==> src/rtl/osc_fault_pkg.sv <==
package osc_fault_pkg;
   localparam int FLT_N      = 4;
   localparam int CLR_N      = 3;
   localparam int FLT_LF     = 0;
   localparam int FLT_HF     = 1;
   localparam int FLT_ROPEN  = 2;
   localparam int FLT_RSHORT = 3;
   typedef logic [FLT_N-1:0] flt_vec_t;
endpackage

==> src/rtl/ofc_sync.sv <==
module ofc_sync #(
   parameter int W      = 4,
   parameter int STAGES = 2
) (
   input  logic         clk,
   input  logic         rst_n,
   input  logic [W-1:0] d,
   output logic [W-1:0] q
);
   if (STAGES < 2) begin : g_bad_depth
      $error("ofc_sync: STAGES must be at least 2");
   end
   if (W < 1) begin : g_bad_width
      $error("ofc_sync: W must be positive");
   end

   logic [W-1:0] stg [STAGES];

   for (genvar s = 0; s < STAGES; s++) begin : g_stage
      if (s == 0) begin : g_first
         always_ff @(posedge clk or negedge rst_n) begin
            if (!rst_n) stg[0] <= '0;
            else        stg[0] <= d;
         end
      end else begin : g_next
         always_ff @(posedge clk or negedge rst_n) begin
            if (!rst_n) stg[s] <= '0;
            else        stg[s] <= stg[s-1];
         end
      end
   end

   assign q = stg[STAGES-1];
endmodule

==> src/rtl/ofc_sticky_flag.sv <==
module ofc_sticky_flag #(
   parameter bit PERSIST = 1'b0
) (
   input  logic clk,
   input  logic sys_rst_n,
   input  logic por_n,
   input  logic fault_s,
   input  logic clr,
   output logic flag
);
   logic flag_d;
   logic rst_eff_n;

   // set dominates clear
   assign flag_d = fault_s | (flag & ~clr);

   if (PERSIST) begin : g_persist
      assign rst_eff_n = por_n;
      logic unused_sys;
      assign unused_sys = sys_rst_n;

      always_ff @(posedge clk or negedge por_n) begin
         if (!por_n) flag <= 1'b0;
         else        flag <= flag_d;
      end


      short_hold_chk: assert property (@(posedge clk) disable iff (!por_n)
         (flag && !clr) |=> flag);
   end else begin : g_plain
      assign rst_eff_n = sys_rst_n & por_n;

      always_ff @(posedge clk or negedge rst_eff_n) begin
         if (!rst_eff_n) flag <= 1'b0;
         else            flag <= flag_d;
      end
   end


   keep_while_fault_chk: assert property (@(posedge clk) disable iff (!rst_eff_n)
      fault_s |=> flag);


   clear_when_idle_chk: assert property (@(posedge clk) disable iff (!rst_eff_n)
      (flag && clr && !fault_s) |=> !flag);
endmodule

==> src/rtl/ofc_src_override.sv <==
module ofc_src_override
   import osc_fault_pkg::*;
#(
   parameter int SEL_W    = 2,
   parameter int SRC_LF   = 0,
   parameter int SRC_HF   = 1,
   parameter int SRC_INT  = 2,
   parameter int SRC_SAFE = 3
) (
   input  flt_vec_t         flags,
   input  logic [SEL_W-1:0] user_src,
   output logic             override,
   output logic [SEL_W-1:0] eff_src
);
   localparam logic [SEL_W-1:0] C_LF   = SEL_W'(SRC_LF);
   localparam logic [SEL_W-1:0] C_HF   = SEL_W'(SRC_HF);
   localparam logic [SEL_W-1:0] C_INT  = SEL_W'(SRC_INT);
   localparam logic [SEL_W-1:0] C_SAFE = SEL_W'(SRC_SAFE);

   logic hit_lf, hit_hf, hit_int;

   always_comb begin
      hit_lf   = (user_src == C_LF)  && flags[FLT_LF];
      hit_hf   = (user_src == C_HF)  && flags[FLT_HF];
      hit_int  = (user_src == C_INT) && (flags[FLT_ROPEN] || flags[FLT_RSHORT]);
      override = hit_lf | hit_hf | hit_int;
      eff_src  = override ? C_SAFE : user_src;
   end
endmodule

==> src/rtl/osc_fault_ctrl.sv <==
module osc_fault_ctrl
   import osc_fault_pkg::*;
#(
   parameter int SYNC_STAGES = 2,
   parameter int SEL_W       = 2,
   parameter int SRC_LF      = 0,
   parameter int SRC_HF      = 1,
   parameter int SRC_INT     = 2,
   parameter int SRC_SAFE    = 3
) (
   input  logic             clk,
   input  logic             rst_n,
   input  logic             por_n,
   input  logic             raw_lf_fault,
   input  logic             raw_hf_fault,
   input  logic             raw_ropen_fault,
   input  logic             raw_rshort_fault,
   input  logic [CLR_N-1:0] flag_clr,
   input  logic             rshort_clr,
   input  logic [SEL_W-1:0] user_src,
   output logic [FLT_N-1:0] flags,
   output logic             override,
   output logic [SEL_W-1:0] eff_src,
   output logic             reset_req
);
   localparam int SRC_MAX = (1 << SEL_W) - 1;

   if (SEL_W < 2) begin : g_bad_sel
      $error("osc_fault_ctrl: SEL_W must be at least 2");
   end
   if (SRC_LF > SRC_MAX || SRC_HF > SRC_MAX || SRC_INT > SRC_MAX || SRC_SAFE > SRC_MAX) begin : g_bad_code
      $error("osc_fault_ctrl: source code does not fit SEL_W");
   end
   if (SRC_SAFE == SRC_LF || SRC_SAFE == SRC_HF || SRC_SAFE == SRC_INT) begin : g_bad_safe
      $error("osc_fault_ctrl: fallback code must differ from monitored sources");
   end
   if (SRC_LF == SRC_HF || SRC_LF == SRC_INT || SRC_HF == SRC_INT) begin : g_bad_dup
      $error("osc_fault_ctrl: monitored source codes must be distinct");
   end

   logic     sys_clr_n;
   flt_vec_t raw_vec;
   flt_vec_t sync_vec;
   flt_vec_t clr_vec;

   assign sys_clr_n = rst_n & por_n;
   assign raw_vec   = {raw_rshort_fault, raw_ropen_fault, raw_hf_fault, raw_lf_fault};
   assign clr_vec   = {rshort_clr, flag_clr};

   ofc_sync #(.W(FLT_N), .STAGES(SYNC_STAGES)) u_sync (
      .clk   (clk),
      .rst_n (sys_clr_n),
      .d     (raw_vec),
      .q     (sync_vec)
   );

   for (genvar i = 0; i < FLT_N; i++) begin : g_flag
      ofc_sticky_flag #(.PERSIST(i == FLT_RSHORT)) u_flag (
         .clk       (clk),
         .sys_rst_n (rst_n),
         .por_n     (por_n),
         .fault_s   (sync_vec[i]),
         .clr       (clr_vec[i]),
         .flag      (flags[i])
      );
   end

   always_ff @(posedge clk or negedge por_n) begin
      if (!por_n) reset_req <= 1'b0;
      else        reset_req <= sync_vec[FLT_RSHORT] & ~flags[FLT_RSHORT];
   end

   ofc_src_override #(
      .SEL_W(SEL_W), .SRC_LF(SRC_LF), .SRC_HF(SRC_HF),
      .SRC_INT(SRC_INT), .SRC_SAFE(SRC_SAFE)
   ) u_ovr (
      .flags    (flags),
      .user_src (user_src),
      .override (override),
      .eff_src  (eff_src)
   );


   rst_req_pulse_chk: assert property (@(posedge clk) disable iff (!por_n)
      reset_req |=> !reset_req);


   rst_req_flag_chk: assert property (@(posedge clk) disable iff (!por_n)
      reset_req |-> flags[FLT_RSHORT]);


   override_sel_chk: assert property (@(posedge clk) disable iff (!por_n)
      override |-> (eff_src == SEL_W'(SRC_SAFE)));


   sys_rst_clear_chk: assert property (@(posedge clk) disable iff (!por_n)
      (!rst_n) |-> (flags[CLR_N-1:0] == '0));
endmodule

==> config.mk <==
export PLATFORM = sky130hd
export DESIGN_NAME = osc_fault_ctrl
export DESIGN_NICKNAME = d
export VERILOG_FILES = /design/src/rtl/osc_fault_pkg.sv /design/src/rtl/ofc_sync.sv /design/src/rtl/ofc_sticky_flag.sv /design/src/rtl/ofc_src_override.sv /design/src/rtl/osc_fault_ctrl.sv
export SDC_FILE = /design/constraint.sdc
export NUM_CORES = 1
export LEC_CHECK = 0
export CORE_AREA = 2 2 39 41
export CTS_CLUSTER_DIAMETER = 50
export DETAILED_ROUTE_END_ITERATION = 10
export DIE_AREA = 0 0 41 43
export PLACE_DENSITY = 0.69
export SETUP_SLACK_MARGIN = 0.2
export SLEW_MARGIN = 20
export SYNTH_ARGS = -nofsm -noshare
export SYNTH_HDL_FRONTEND = slang
export SYNTH_SLANG_ARGS = --single-unit
==> constraint.sdc <==
create_clock -name clk -period 2.3 [get_ports clk]
set_input_delay 0.46 -clock clk [delete_from_list [all_inputs] [get_ports clk]]
set_output_delay 0.46 -clock clk [all_outputs]
set_load 0.02 [all_outputs]
; ---- Word level (Yosys, flattened, before mapping)
; Cells that the tools add are included.
[word_totals]
register_bits = 13
in_bits = 13
output_inout_bits = 8
wordCells = 32
[op_classes]
n_eq_ne = 2
muxes = 1
bitwise = 17
n_reduce_logical = 5
[ops]
columns = cell, n
row1 = 1-bit AND, 6
row2 = 1-bit bitwise OR, 6
row3 = 1-bit inverter, 5
row4 = 1-bit logical AND, 3
row5 = "2-bit by 1-bit equality test with 1-bit output, second input constant", 1
row6 = "2-bit equality test, second input constant", 1
row7 = 2-bit logical NOT, 1
row8 = 2-bit 2-to-1 mux, 1
row9 = 1-bit logical OR, 1

; ---- Logic depth before layout (Yosys ltp)
[logic_depth]
ltp_word = 5
mapped_depth = 2
depth_no_buf = 2

; ---- Cells and area by module
; From an unflattened synthesis, not the netlist that was laid out.
[unflattened]
hier_cells = 38
hier_area_um2 = 490.5
[modules_own_cells]
columns = module, instances, cells_each, area_per_inst_um2, seq_area_each_um2
row1 = ofc_sync, 1, 12, 230.2, 200.2
row2 = ofc_sticky_flag (g_flag[0].u_flag ...), 3, 4, 42.5, 25.0
row3 = ofc_src_override, 1, 8, 51.3, 0.0
row4 = osc_fault_ctrl, 1, 3, 45.0, 25.0
row5 = ofc_sticky_flag (g_flag[3].u_flag), 1, 3, 36.3, 25.0

; ---- Worst setup path before layout
; OpenSTA, ideal clock, no wires.
[synth_timing]
path_type = input -> output
start = input user_src[1]
end = output override
t_arrival_ns = 1.206
required_time_ns = 1.840
setup_slack_ns = 0.634
stages = 2
n_path_buf = 0
path_cell_list = nor3b_1 -> o32ai_1
[synth_between]
elab_chain_len = 4
word_cells_on_any_way = 8
classes_between = eq/ne: 2 / bitwise: 2 / reduce/logical: 4
[synth_rtl]
columns = item, line_no
row1 = "start, declared", osc_fault_ctrl.sv:20  ; input logic [SEL_W-1:0] user_src,
row2 = 2-bit by 1-bit equality test with 1-bit output / 2-bit logical NOT (equally long branches), "ofc_src_override.sv:24, ofc_src_override.sv:23"
row3 = 1-bit logical AND (on tied branches), "ofc_src_override.sv:24, ofc_src_override.sv:23"
row4 = 1-bit bitwise OR, ofc_src_override.sv:26  ; override = hit_lf | hit_hf | hit_int;
row5 = 1-bit bitwise OR *, ofc_src_override.sv:26
row6 = "end, declared", osc_fault_ctrl.sv:22  ; output logic override,
; Every way passes the cells marked *; elsewhere a longest branch is shown, timed or not.

; ---- Worst setup path in the final report
[layout_timing]
start = input user_src[1]
end = output eff_src[0]
[layout_between]
elab_chain_len = 5
word_cells_on_any_way = 9
classes_between = eq/ne: 2 / mux: 1 / bitwise: 2 / reduce/logical: 4
[layout_rtl]
columns = item, line_no
row1 = 2-bit by 1-bit equality test with 1-bit output / 2-bit logical NOT (equally long branches), "ofc_src_override.sv:24, ofc_src_override.sv:23"
row2 = 1-bit logical AND (on tied branches), "ofc_src_override.sv:24, ofc_src_override.sv:23"
row3 = 1-bit bitwise OR, ofc_src_override.sv:26
row4 = 1-bit bitwise OR *, ofc_src_override.sv:26
row5 = 2-bit 2-to-1 mux *, ofc_src_override.sv:27  ; eff_src = override ? C_SAFE : user_src;
row6 = "end, declared", osc_fault_ctrl.sv:23  ; output logic [SEL_W-1:0] eff_src,
; Marks and branches as above.

==> qor.yml <==
gp_congestion: 0.617
ys_seq_area_share_pct: 71.0
final-hold-violation-count: 0
area_growth_pct: 48.4
post_dp_cell_area_um2: 656
grt_max_degree: 12
endpoint: "eff_src[0]"
vias: 307
fin_crit_sh_pct: 88.6
yosys-top-cells-area: "dfrtp_1, a21o_1, buf_4"
start_util_pct: 33.1
drtAntennaViolNets: 0
port_buffers: 20
final-setup-viol-count: 0
netlist-cell-type-count: 13
synth_top_area_cell: "dfrtp_1"
fillers: 142
worstReg2RegEnd: "g_flag[3].u_flag.flag"
p_comb_share_pct: 14.8
maxSlewHeadroom_pct: 68.8
h-tree-depth: 1
final_nets: 69
grt_pass1_vias: 291
power_frac_seq_pct: 55.7
switching_share_pct: 22.2
rsz0062_at_grt: "true"
grt_pass1_wl_mm: 1.04
fp.dieH_um: 43
r2r_cells: 1
drt_iter0_drc: 0
design.core.area_um2: 1380
drv_slew: 0
crit_path_end_kind: "output port"
startpoint: "user_src[1]"
clock.fmax_mhz: 491
ys_seq_elements: 13
hold_path.class: "primary input to async pin"
place_ws_ps: -118
drcViolationCount: 0
place_hpwl_um: 533
arrival_ps: 1580
postSynthAreaPerCell_um2: 13.5
clkPwrFrac_pct: 29.5
cts_buffers: 3
stdcell_area_um2: 679
synth_area_um2: 458
tightest_slew_ps: 469
die-area_um2: 1760
final.min_clock_period_ps: 2040
cts.sinks: 13
clkTransAtPathRegs_ps: 70
finalPower_mw: 0.446
synth_warnings: 0
wirelength_um: 686
track_usage_pct: 9.59
dr.pass1.iters: 1
r2r_slack_ps: 1610
cts_tree: "built"
rows: 14
crit_required_ps: 1840
postCtsSetupBuffers: 0
status: "completed"
vias_per_cell: 4.32
clock_latency_ps: 260
io_pins: 21
internal_power_mw: 0.347
r2r_start: "g_flag[3].u_flag.flag"
clock_skew_ps: 1.58
critPathLaunchType: "primary input"
clockBufferDepth: 2
switching_power_mw: 0.0992
worstPathMaxFanout: 3
grt-ovfl-total: 0
synth_top_area_share_pct: 71.0
drive_above_1_share_pct: 10.9
antenna_found_initial: 0
synth_cells: 34
crit_type: "primary input to output port"
p_leak_nw: 0.320
drv_cap: 0
power_density_nw_per_um2: 657
die_x_um: 41
cts_root_buffer: "clkbuf_4"
routedWlPerCell_um: 9.66
hold_ws_ps: 355
postCtsHoldBufs: 0
fin_ws_ps: 263
syn_nets: 47
n_antenna_cell: 0
peakVddDrop_v: 0.000310
timing repair:
action,CTS,global route
pin swaps,0,0
setup endpoints to repair,3,2
resized for setup,3,4
kinds of logic after synthesis:
kind of cell / Yosys count / share of synthesized area (%)
buffers and inverters: 8 / 9.84
flip-flops: 13 / 71.0
AND/OR/NAND/NOR: 7 / 9.02
AO/OA/AOI/OAI: 6 / 10.1
sequential cells by signal (all words and copies together), names as in the netlist:
signal / count
g_flag.u_flag.flag: 4
u_sync.q: 4
reset_req: 1
u_sync.stg: 4
metrics by stage:
step / TNS (ps) / std cells / util [%]
floorplan: 0 / 34 / -
global placement: -94.1 / 67 / 47.4
detailed placement: -144 / 67 / 47.4
CTS: 0 / 71 / 49.0
global route: 0 / 71 / 49.1
finish: 0 / 71 / 49.1
area by class of cell:
type,instances,area (µm²),area share (%)
Clock buffer,4,26.3,3.87
Inverter,4,15.0,2.21
Multi-Input combinational cell,13,92.6,13.6
Sequential cell,13,325,47.9
Tap cell,16,20.0,2.95
Timing Repair Buffer,21,200,29.5
critical path, stage by stage:
cell,delay (ps)
clkdlybuf4s50_1,500
nor3b_2,200
o21bai_1,100
dlygate4sd2_1,320
power groups by stage:
stage	clock, mW	combinational (mW)	sequential [mW]
after floorplan	0	0.0326	0.252
after global placement	0	0.0691	0.252
after detailed placement	0	0.0697	0.253
after CTS	0.140	0.0672	0.248
after global routing	0.154	0.0713	0.250
final	0.132	0.0660	0.248
how the worst min path moves through the flow:
| stage | from | endpoint | slack, ps |
|---|---|---|---|
| after global placement | u_sync.stg[5] | u_sync.q[1] | 330 |
| after floorplan | por_n | g_flag[3].u_flag.flag | 160 |
| after detailed placement | u_sync.stg[7] | u_sync.q[3] | 340 |
| after CTS | por_n | g_flag[3].u_flag.flag | 350 |
| final | por_n | reset_req | 350 |
| after global routing | por_n | g_flag[3].u_flag.flag | 340 |
cells in the mapped netlist:
cell type   n
a21o_1      4
and2_1      1
buf_4       4
dfrtp_1    13
inv_1       4
nand2_1     1
nand2b_1    1
nand3b_1    1
nor2_1      1
nor2b_1     1
nor3b_1     1
o21bai_1    1
o32ai_1     1
per-layer routing:
metal / global-route usage [%] / routed length (µm) / vias to the layer above
li1: - / - / 150
met1: 9.12 / 259 / 142
met2: 14.4 / 360 / 13
met3: 3.14 / 59 / 2
met4: 10.0 / 6 / 0
met5: 0 / 0 / -
placed cells by master (no fill, tap or decap):
cell type,synthesis,final
nor2b_1,1,1
clkdlybuf4s50_1,0,17
a21o_1,4,4
clkbuf_1,0,1
and2_1,1,1
nor3b_2,0,1
o21bai_1,1,1
inv_1,4,4
dlygate4sd2_1,0,2
nor2_1,1,1
buf_4,4,1
clkbuf_4,0,3
clkbuf_2,0,1
dfrtp_1,13,13
nand2_1,1,1
nand2b_1,1,1
nand3b_1,1,1
o32ai_1,1,1
(Power assumes the default switching activity.)
